--- src/rtl/mbus_pkg.sv ---
package mbus_pkg;
    typedef enum logic [2:0] {
        OP_IDLE   = 3'd0,
        OP_FETCH  = 3'd1,
        OP_TABLE  = 3'd2,
        OP_DREAD  = 3'd3,
        OP_DWRITE = 3'd4
    } mbus_op_e;

    localparam int STATE_CLKS = 2;
    localparam int STATES     = 6;
    localparam int CYC_LEN    = STATE_CLKS * STATES;
    localparam int HALF_LEN   = CYC_LEN / 2;
    localparam int CNT_W      = $clog2(CYC_LEN);
endpackage

--- src/rtl/mbus_timebase.sv ---
module mbus_timebase
    import mbus_pkg::*;
(
    input  logic             clk,
    input  logic             rst,
    output logic [CNT_W-1:0] cnt,
    output logic             last
);
    localparam logic [CNT_W-1:0] LAST_C = CNT_W'(CYC_LEN - 1);

    logic [CNT_W-1:0] cnt_d, cnt_q;

    always_comb begin
        cnt_d = (cnt_q == LAST_C) ? '0 : cnt_q + 1'b1;
    end

    always_ff @(posedge clk) begin
        if (rst) cnt_q <= LAST_C;
        else     cnt_q <= cnt_d;
    end

    assign cnt  = cnt_q;
    assign last = (cnt_q == LAST_C);
endmodule

--- src/rtl/mbus_strobes.sv ---
module mbus_strobes
    import mbus_pkg::*;
(
    input  logic [CNT_W-1:0] cnt,
    input  mbus_op_e         op,
    input  logic             quiet,
    input  logic             ext_code,
    output logic             half,
    output logic             ale,
    output logic             psen_n,
    output logic             rd_n,
    output logic             wr_n,
    output logic             addr_phase,
    output logic             wdata_phase,
    output logic             capture
);
    localparam logic [CNT_W-1:0] HALF_C   = CNT_W'(HALF_LEN);
    localparam logic [CNT_W-1:0] ALE_W_C  = CNT_W'(STATE_CLKS);
    localparam logic [CNT_W-1:0] PSEN_C   = CNT_W'(STATE_CLKS + 1);
    localparam logic [CNT_W-1:0] XS_ON_C  = CNT_W'(STATE_CLKS + 3);
    localparam logic [CNT_W-1:0] XS_END_C = CNT_W'(STATE_CLKS + 3 + HALF_LEN - 1);
    localparam logic [CNT_W-1:0] PH_END_C = CNT_W'(HALF_LEN - 1);

    logic [CNT_W-1:0] ph;
    logic             is_code, is_data, xs_win, quiet_eff;

    always_comb begin
        half      = (cnt >= HALF_C);
        ph        = half ? cnt - HALF_C : cnt;
        is_code   = (op == OP_FETCH) || (op == OP_TABLE);
        is_data   = (op == OP_DREAD) || (op == OP_DWRITE);
        xs_win    = (cnt >= XS_ON_C) && (cnt <= XS_END_C);
        quiet_eff = quiet && !ext_code && !is_data && (op != OP_TABLE);

        ale         = quiet_eff || ((ph < ALE_W_C) && !(is_data && half));
        psen_n      = !(is_code && (ph >= PSEN_C));
        rd_n        = !((op == OP_DREAD) && xs_win);
        wr_n        = !((op == OP_DWRITE) && xs_win);
        addr_phase  = (is_code && (ph <= ALE_W_C)) || (is_data && (cnt <= ALE_W_C));
        wdata_phase = (op == OP_DWRITE) && (cnt > ALE_W_C);
        capture     = (is_code && (ph == PH_END_C)) || ((op == OP_DREAD) && (cnt == XS_END_C));
    end
endmodule

--- src/rtl/mbus_seq.sv ---
module mbus_seq
    import mbus_pkg::*;
#(
    parameter int ADDR_W = 16,
    parameter int DATA_W = 8
) (
    input  logic              clk,
    input  logic              rst,
    input  logic              req_valid,
    input  logic [2:0]        req_op,
    input  logic              req_wide,
    input  logic [ADDR_W-1:0] req_addr,
    input  logic [DATA_W-1:0] req_wdata,
    input  logic [ADDR_W-DATA_W-1:0] p2_latch,
    input  logic              ale_quiet,
    input  logic              ext_code,
    input  logic [DATA_W-1:0] ad_in,
    output logic              slot_end,
    output logic              ale,
    output logic              psen_n,
    output logic              rd_n,
    output logic              wr_n,
    output logic [DATA_W-1:0] ad_out,
    output logic              ad_oe,
    output logic [ADDR_W-DATA_W-1:0] hi_out,
    output logic [DATA_W-1:0] rdata,
    output logic              rvalid
);
    localparam int HI_W = ADDR_W - DATA_W;

    typedef struct packed {
        mbus_op_e          op;
        logic [ADDR_W-1:0] addr;
        logic [DATA_W-1:0] wdata;
        logic              wide;
        logic              rvalid;
        logic [DATA_W-1:0] rdata;
    } seq_t;

    seq_t s_d, s_q;

    logic [CNT_W-1:0]  cnt;
    logic              last, half, addr_phase, wdata_phase, capture;
    logic              is_code, is_data;
    logic [ADDR_W-1:0] addr_use;

    mbus_timebase u_tb (
        .clk  (clk),
        .rst  (rst),
        .cnt  (cnt),
        .last (last)
    );

    mbus_strobes u_st (
        .cnt         (cnt),
        .op          (s_q.op),
        .quiet       (ale_quiet),
        .ext_code    (ext_code),
        .half        (half),
        .ale         (ale),
        .psen_n      (psen_n),
        .rd_n        (rd_n),
        .wr_n        (wr_n),
        .addr_phase  (addr_phase),
        .wdata_phase (wdata_phase),
        .capture     (capture)
    );

    always_comb begin
        s_d        = s_q;
        s_d.rvalid = capture;
        if (capture) s_d.rdata = ad_in;
        if (last) begin
            s_d.op    = (req_valid && (req_op <= 3'd4)) ? mbus_op_e'(req_op) : OP_IDLE;
            s_d.addr  = req_addr;
            s_d.wdata = req_wdata;
            s_d.wide  = req_wide;
        end
    end

    always_ff @(posedge clk) begin
        if (rst) begin
            s_q <= '{op: OP_IDLE, addr: '0, wdata: '0, wide: 1'b0, rvalid: 1'b0, rdata: '0};
        end else begin
            s_q <= s_d;
        end
    end

    always_comb begin
        is_code  = (s_q.op == OP_FETCH) || (s_q.op == OP_TABLE);
        is_data  = (s_q.op == OP_DREAD) || (s_q.op == OP_DWRITE);
        addr_use = (is_code && half) ? s_q.addr + 1'b1 : s_q.addr;
        ad_out   = wdata_phase ? s_q.wdata : addr_use[DATA_W-1:0];
        ad_oe    = addr_phase || wdata_phase;
        if (is_code)                 hi_out = addr_use[ADDR_W-1:DATA_W];
        else if (is_data && s_q.wide) hi_out = s_q.addr[ADDR_W-1:DATA_W];
        else                         hi_out = p2_latch[HI_W-1:0];
    end

    assign slot_end = last;
    assign rdata    = s_q.rdata;
    assign rvalid   = s_q.rvalid;
endmodule

--- config.mk ---
export PLATFORM = sky130hd
export DESIGN_NAME = mbus_seq
export DESIGN_NICKNAME = d
export VERILOG_FILES = /design/src/rtl/mbus_pkg.sv /design/src/rtl/mbus_timebase.sv /design/src/rtl/mbus_strobes.sv /design/src/rtl/mbus_seq.sv
export SDC_FILE = /design/constraint.sdc
export NUM_CORES = 1
export LEC_CHECK = 0
export ABC_AREA = 1
export CAP_MARGIN = 20
export CORE_MARGIN = 3
export CORE_UTILIZATION = 44
export CTS_BUF_LIST = sky130_fd_sc_hd__clkbuf_8
export DETAILED_ROUTE_END_ITERATION = 12
export PLACE_DENSITY = 0.79
export SLEW_MARGIN = 20
export SYNTH_ARGS = -nofsm -noshare
export SYNTH_HDL_FRONTEND = slang
export SYNTH_HIERARCHICAL = 1
export SYNTH_SLANG_ARGS = --single-unit
--- constraint.sdc ---
create_clock -name clk -period 2.5 [get_ports clk]
set_input_delay 0.75 -clock clk [delete_from_list [all_inputs] [get_ports clk]]
set_output_delay 0.75 -clock clk [all_outputs]
set_load 0.02 [all_outputs]
==> impl_metrics.tcl, run 1 <==
set metrics [dict create \
    status "finished with violations" \
    failed_checks "setup timing" \
    synth-simple-area-share_pct 36.4 \
    ys_ff_latch 41 \
    rr_startpoint "u_tb/cnt[2]" \
    holdCritStartpoint "rdata[6]" \
    finalMaxSlewViolations 0 \
    yosys_warnings 6 \
    clkSinkCount 41 \
    nets 571 \
    p_leak_uw 0.00179 \
    cp.arrival_ns 1.93 \
    slowest_stage "dfxtp_4" \
    grt.total_usage_pct 25.1 \
    endpoint_kind "output pin" \
    area_growth_pct 62.4 \
    place_inst 574 \
    htree_levels 2 \
    rows 27 \
    die_area_um2 6800 \
    start_util_pct 46.1 \
    wl_per_cell_um 14.9 \
    p_comb_share_pct 57.8 \
    synth.area.mux_share_pct 0 \
    setup_viol 14 \
    cap_violations 0 \
    layout_commonest_cell "nand2_1" \
    slew_headroom_pct 77.6 \
    cts-hold-fix-buffers 0 \
    synth_top_family_by_area "simple AND/OR/NAND/NOR gates" \
    final_area_um2 4180 \
    synth_fa_ha_area_share_pct 1.95 \
    syn_inst 398 \
    synth.avg_cell_area_um2 6.46 \
    routed-via-count 3191 \
    finalCritPeriodShare_pct 107 \
    num_io_pins 80 \
    antenna_found_initial 0 \
    synthXorXnorAreaFrac_pct 0.681 \
    synth_nets 451 \
    p_clk_share_pct 17.2 \
    hold_class "reg -> reg" \
    cpMostUsedCell "nand2_1" \
    detail_route.vias_per_cell 5.40 \
    synth_compound_area_share_pct 17.9 \
    grt_max_degree 37 \
    rsz0062_at_grt "yes" \
    final_cell_mix "nand2_1, clkdlybuf4s50_1, nor2_1" \
    wirelength_um 8810 \
    fp.dieH_um 82.4 \
    crit_chain "ha_4 > buf_4 > xnor2_1 > a21oi_1 > nand3_2 > nand2_1 > nand2_1 > nand2_1 > or2_4 > buf_6" \
    dr.pass1.iters 6 \
    dpl.hpwl_um 5680 \
    p_switching_uw 1640 \
    period_minus_slack_ns 2.68 \
    drive_gt1_share_pct 29.7 \
    ir_drop_mv 0.648 \
    pre_cts_ws_ns -0.322 \
    ys_types 33 \
    die_w_um 82.4 \
    switching_share_pct 42.2 \
    coreArea_um2 5570 \
    crit_type "reg -> out" \
    fin_worst_skew_ns 0.00945 \
    cts_inserted_buffers 5 \
    postRouteAntennaNets 0 \
    intPower_uw 2250 \
    grt_pass1_wl_um 13200 \
    worst_slack_ns -0.181 \
    placed_cell_area_um2 3710 \
    reg2regPathDepth 13 \
    max_stage_delay_ns 0.37 \
    gp_congestion 0.935 \
    start_kind "flop" \
    hold_violations 0 \
    grt_pass1_vias 2965 \
    cp_top_family "simple AND/OR/NAND/NOR gates" \
    max_freq_mhz 373 \
    critPathMaxFanout 3 \
    port_buffers 79 \
    power.density_nw_per_um2 933 \
    critical_path.startpoint "u_tb/cnt[1]" \
    path_buf_inv 2 \
    fin_cells 591 \
    worstSetupPathDepth 10 \
    path_clk_slew_ns 0.09 \
    syn-cell-area_um2 2570 \
    root_buffer "clkbuf_8" \
    drc 0 \
    worstMarginPinSlew_ns 0.336 \
    cts_buffer_depth 2 \
    holdPathStages 2 \
    n_antenna_cell 0 \
    cts_tree "yes" \
    grt.overflow.total 0 \
    clock_latency_ns 0.32 \
    power.share.sequential_pct 25.0 \
    yosysSeqAreaShare_pct 31.9 \
    drt_iter0_drc 164 \
    cp.required_ns 1.75 \
]
## repair_timing
item / 4_1_cts / 5_1_grt
cloned: 1 / 0
gates resized for setup: 136 / 57
pin swaps: 13 / 19
setup buffers: 6 / 3
endpoints found under the setup margin: 22 / 21
## final timing paths
kind,to,slack [ns]
worst max register to register,rdata[5],0.54
worst max-delay path,ad_oe,-0.18
worst min register to register,rdata[6],0.50
worst min-delay path,rdata[6],0.50
## flip-flops by register name, indices dropped and copies added (netlist names)
register,count
s_q,28
rdata,8
u_tb/cnt,4
rvalid,1
## power groups by stage
stage | combinational [uW] | sequential (uW) | clock, uW
floorplan | 1070 | 954 | 0
global placement | 1880 | 947 | 0
detailed placement | 1920 | 955 | 0
CTS | 2070 | 956 | 669
global route | 2430 | 996 | 701
finish | 2250 | 975 | 669
## worst min-delay path, cell delays in order (launching register included)
cell and delay, ns:
dfxtp_1 0.33, o21ai_0 0.07, nor2_1 0.07
## layer usage
metal  vias up  routed length [um]  GRT usage [%]
li1       1540                   -              -
met1      1445                3400           27.8
met2       157                4350           44.0
met3        49                 722           8.13
met4         0                 341           10.5
met5         -                   0              0
## cell type report
cell class	count	area [um^2]
Fill cell	402	1400
Inverter	42	161
Multi-Input combinational cell	295	1690
Sequential cell	41	841
Clock buffer	5	68.8
Clock inverter	3	68.8
Timing Repair Buffer	133	1250
Tap cell	72	90.1
## synth_stat cells
cell | count | area (um^2)
buf_4 | 8 | 60.1
nand3_2 | 3 | 30.0
a21boi_0 | 1 | 7.51
nor2_2 | 3 | 18.8
inv_1 | 37 | 139
clkinv_2 | 1 | 5.00
o2111ai_1 | 1 | 8.76
inv_2 | 2 | 7.51
or2_2 | 3 | 18.8
nor2_4 | 2 | 22.5
clkbuf_1 | 9 | 33.8
ha_1 | 4 | 50.1
clkinv_1 | 2 | 7.51
a21oi_1 | 22 | 110
nand2_2 | 3 | 18.8
nor3b_4 | 1 | 18.8
dfxtp_1 | 41 | 821
a31oi_1 | 1 | 6.26
o21ai_0 | 47 | 235
o211ai_1 | 6 | 45.0
nand2_4 | 1 | 11.3
a21oi_2 | 2 | 17.5
a22oi_1 | 1 | 7.51
nor2_1 | 59 | 221
o21bai_1 | 1 | 7.51
buf_6 | 3 | 33.8
nand2_1 | 81 | 304
nor3_1 | 2 | 10.0
xnor2_1 | 2 | 17.5
nor3_4 | 2 | 32.5
nand4_1 | 7 | 43.8
o21ai_1 | 3 | 15.0
nand3_1 | 37 | 185
## logic make-up (layout without fill, tap and decap cells)
| kind of cell | Yosys count | after routing |
|---|---|---|
| adder cells (fa/ha/maj) | 4 | 4 |
| buffers and inverters | 62 | 183 |
| AO/OA/AOI/OAI | 85 | 85 |
| XOR/XNOR | 2 | 2 |
| AND/OR/NAND/NOR | 204 | 204 |
| flip-flops | 41 | 41 |
## per-stage QoR
stage | setup TNS (ns) | util, % | hold slack [ns] | total power [uW]
2_1_floorplan | -0.0144 | - | 0.463 | 2030
3_3_place_gp | -4.00 | 66.6 | 0.475 | 2830
3_5_place_dp | -4.89 | 66.6 | 0.483 | 2870
4_1_cts | -2.10 | 71.8 | 0.505 | 3690
5_1_grt | -2.99 | 74.9 | 0.544 | 4120
6_report | -1.35 | 74.9 | 0.497 | 3900
No activity file was read; power rests on OpenSTA's default activity.
==> run 2, diff against run 1 <==
Settings changed: CTS_CLUSTER_SIZE from default to 12.
==> results of run 2 <==
The final DEF is identical to that of run 1; final timing and power are the same.
==> run 3, diff against run 2 <==
Settings changed: CORE_UTILIZATION 44 to 42, CTS_BUF_LIST sky130_fd_sc_hd__clkbuf_8 to default, PLACE_DENSITY 0.79 to 0.76.
==> impl_metrics.tcl, run 3 (synthesis gave the netlist of run 1 again) <==
set metrics [dict create \
    grt_max_degree 37 \
    cap_violations 0 \
    crit_type "reg -> out" \
    p_leak_uw 0.00173 \
    finalCritPeriodShare_pct 105 \
    rows 27 \
    cts-hold-fix-buffers 0 \
    dpl.hpwl_um 5630 \
    grt.overflow.total 0 \
    met2_length_um 4050 \
    drc 0 \
    fin_worst_skew_ns 0.0119 \
    finalMaxSlewViolations 0 \
    cts_inserted_buffers 5 \
    cts_buffer_depth 2 \
    wirelength_um 8140 \
    grt_pass1_wl_um 13700 \
    critPathMaxFanout 4 \
    htree_levels 2 \
    power.density_nw_per_um2 884 \
    hold_class "reg -> reg" \
    layout_commonest_cell "nand2_1" \
    root_buffer "clkbuf_8" \
    hold_violations 0 \
    failed_checks "setup timing" \
    die_w_um 84.2 \
    cp.arrival_ns 1.88 \
    clkSinkCount 41 \
    start_util_pct 45.0 \
    endpoint_kind "output pin" \
    grt.total_usage_pct 22.9 \
    detail_route.vias_per_cell 5.19 \
    dr_wl_met3_um 600 \
    cts_tree "yes" \
    antenna_found_initial 0 \
    hold-worst-slack_ns 0.501 \
    top_layer_used "met4" \
    wl_per_cell_um 13.8 \
    largest_reg_flops 28 \
    start_kind "flop" \
    coreArea_um2 5710 \
    final_cell_mix "nand2_1, clkdlybuf4s50_1, nor2_1" \
    regMostFlops "s_q" \
    fin_util_pct 70.7 \
    worst_slack_ns -0.128 \
    dr.pass1.iters 5 \
    setup_viol 15 \
    nets 568 \
    period_minus_slack_ns 2.63 \
    cpMostUsedCell "nand2_1" \
    n_antenna_cell 0 \
    path_clk_slew_ns 0.08 \
    worstMarginPinSlew_ns 0.400 \
    drt_iter0_drc 200 \
    gp_congestion 0.878 \
    n_fill_cell 450 \
    port_buffers 79 \
    drt-met1-wl_um 3340 \
    postRouteAntennaNets 0 \
    rsz0062_at_grt "yes" \
    routed-via-count 3052 \
    die_area_um2 7100 \
    max_stage_delay_ns 0.37 \
    clock_latency_ns 0.30 \
    cp.required_ns 1.75 \
    grt_pass1_vias 2997 \
    slowest_stage "dfxtp_4" \
    drive_gt1_share_pct 27.1 \
    area_growth_pct 57.0 \
    max_freq_mhz 380 \
    ir_drop_mv 0.485 \
    num_io_pins 80 \
    fp.dieH_um 84.2 \
    status "finished with violations" \
    slew_headroom_pct 73.3 \
    crit_chain "ha_4 > buf_4 > a21oi_4 > nand3_2 > nand3_2 > nand2_1 > nand2_1 > nand2_1 > or2_4 > buf_6" \
]
run 3: repair_timing:
action                                  in CTS  in global routing
gates cloned                                 1                  0
buffers inserted                             7                  0
pin swaps                                   10                 17
endpoints found under the setup margin      22                 20
gates resized for setup                    148                 34
run 3: per-layer routing:
metal	vias up	track usage, %
li1	1537	-
met1	1393	27.6
met2	108	41.2
met3	14	5.59
met4	0	4.68
met5	-	0
run 3: final cells by class:
type | count | area, um^2 | share of cell area (%)
Clock buffer | 7 | 76.3 | 1.89
Clock inverter | 1 | 7.51 | 0.186
Inverter | 42 | 160 | 3.97
Multi-Input combinational cell | 295 | 1650 | 40.9
Sequential cell | 41 | 840 | 20.8
Tap cell | 72 | 90.1 | 2.23
Timing Repair Buffer | 130 | 1210 | 30.0
run 3: worst paths after layout:
kind,start,endpoint,slack (ns),cells past startpoint
worst max-delay path,u_tb/cnt[1],ad_oe,-0.13,10
worst min-delay path,rdata[6],rdata[6],0.50,2
worst max register to register,u_tb/cnt[1],s_q[27],0.39,9
worst min register to register,rdata[6],rdata[6],0.50,2
run 3: critical path, delay by kind of cell, from the launching register on:
kind	cells	cell delay (ns)
AOI/OAI and AO/OA	1	0.16
DFF	1	0.37
buffers and inverters	2	0.28
and+or+nand+nor	6	0.59
adders and majority gates	1	0.18
run 3: stage by stage:
stage                     instance area (um^2)  power [uW]  cells  TNS, ns  setup WS (ns)
final                                     4040        3570    588   -0.739         -0.128
after global routing                      4040        3810    588    -2.64         -0.202
after CTS                                 3980        3510    590    -1.66         -0.163
after detailed placement                  3700        2870    574    -5.27         -0.365
after global placement                    3700        2830    574    -4.37         -0.323
after floorplan                           2590        2030    398  -0.0144        -0.0144
run 3: power by group:
group          internal [uW]  switching (uW)
Sequential               828             145
Clock                    198             236
Combinational            984            1180
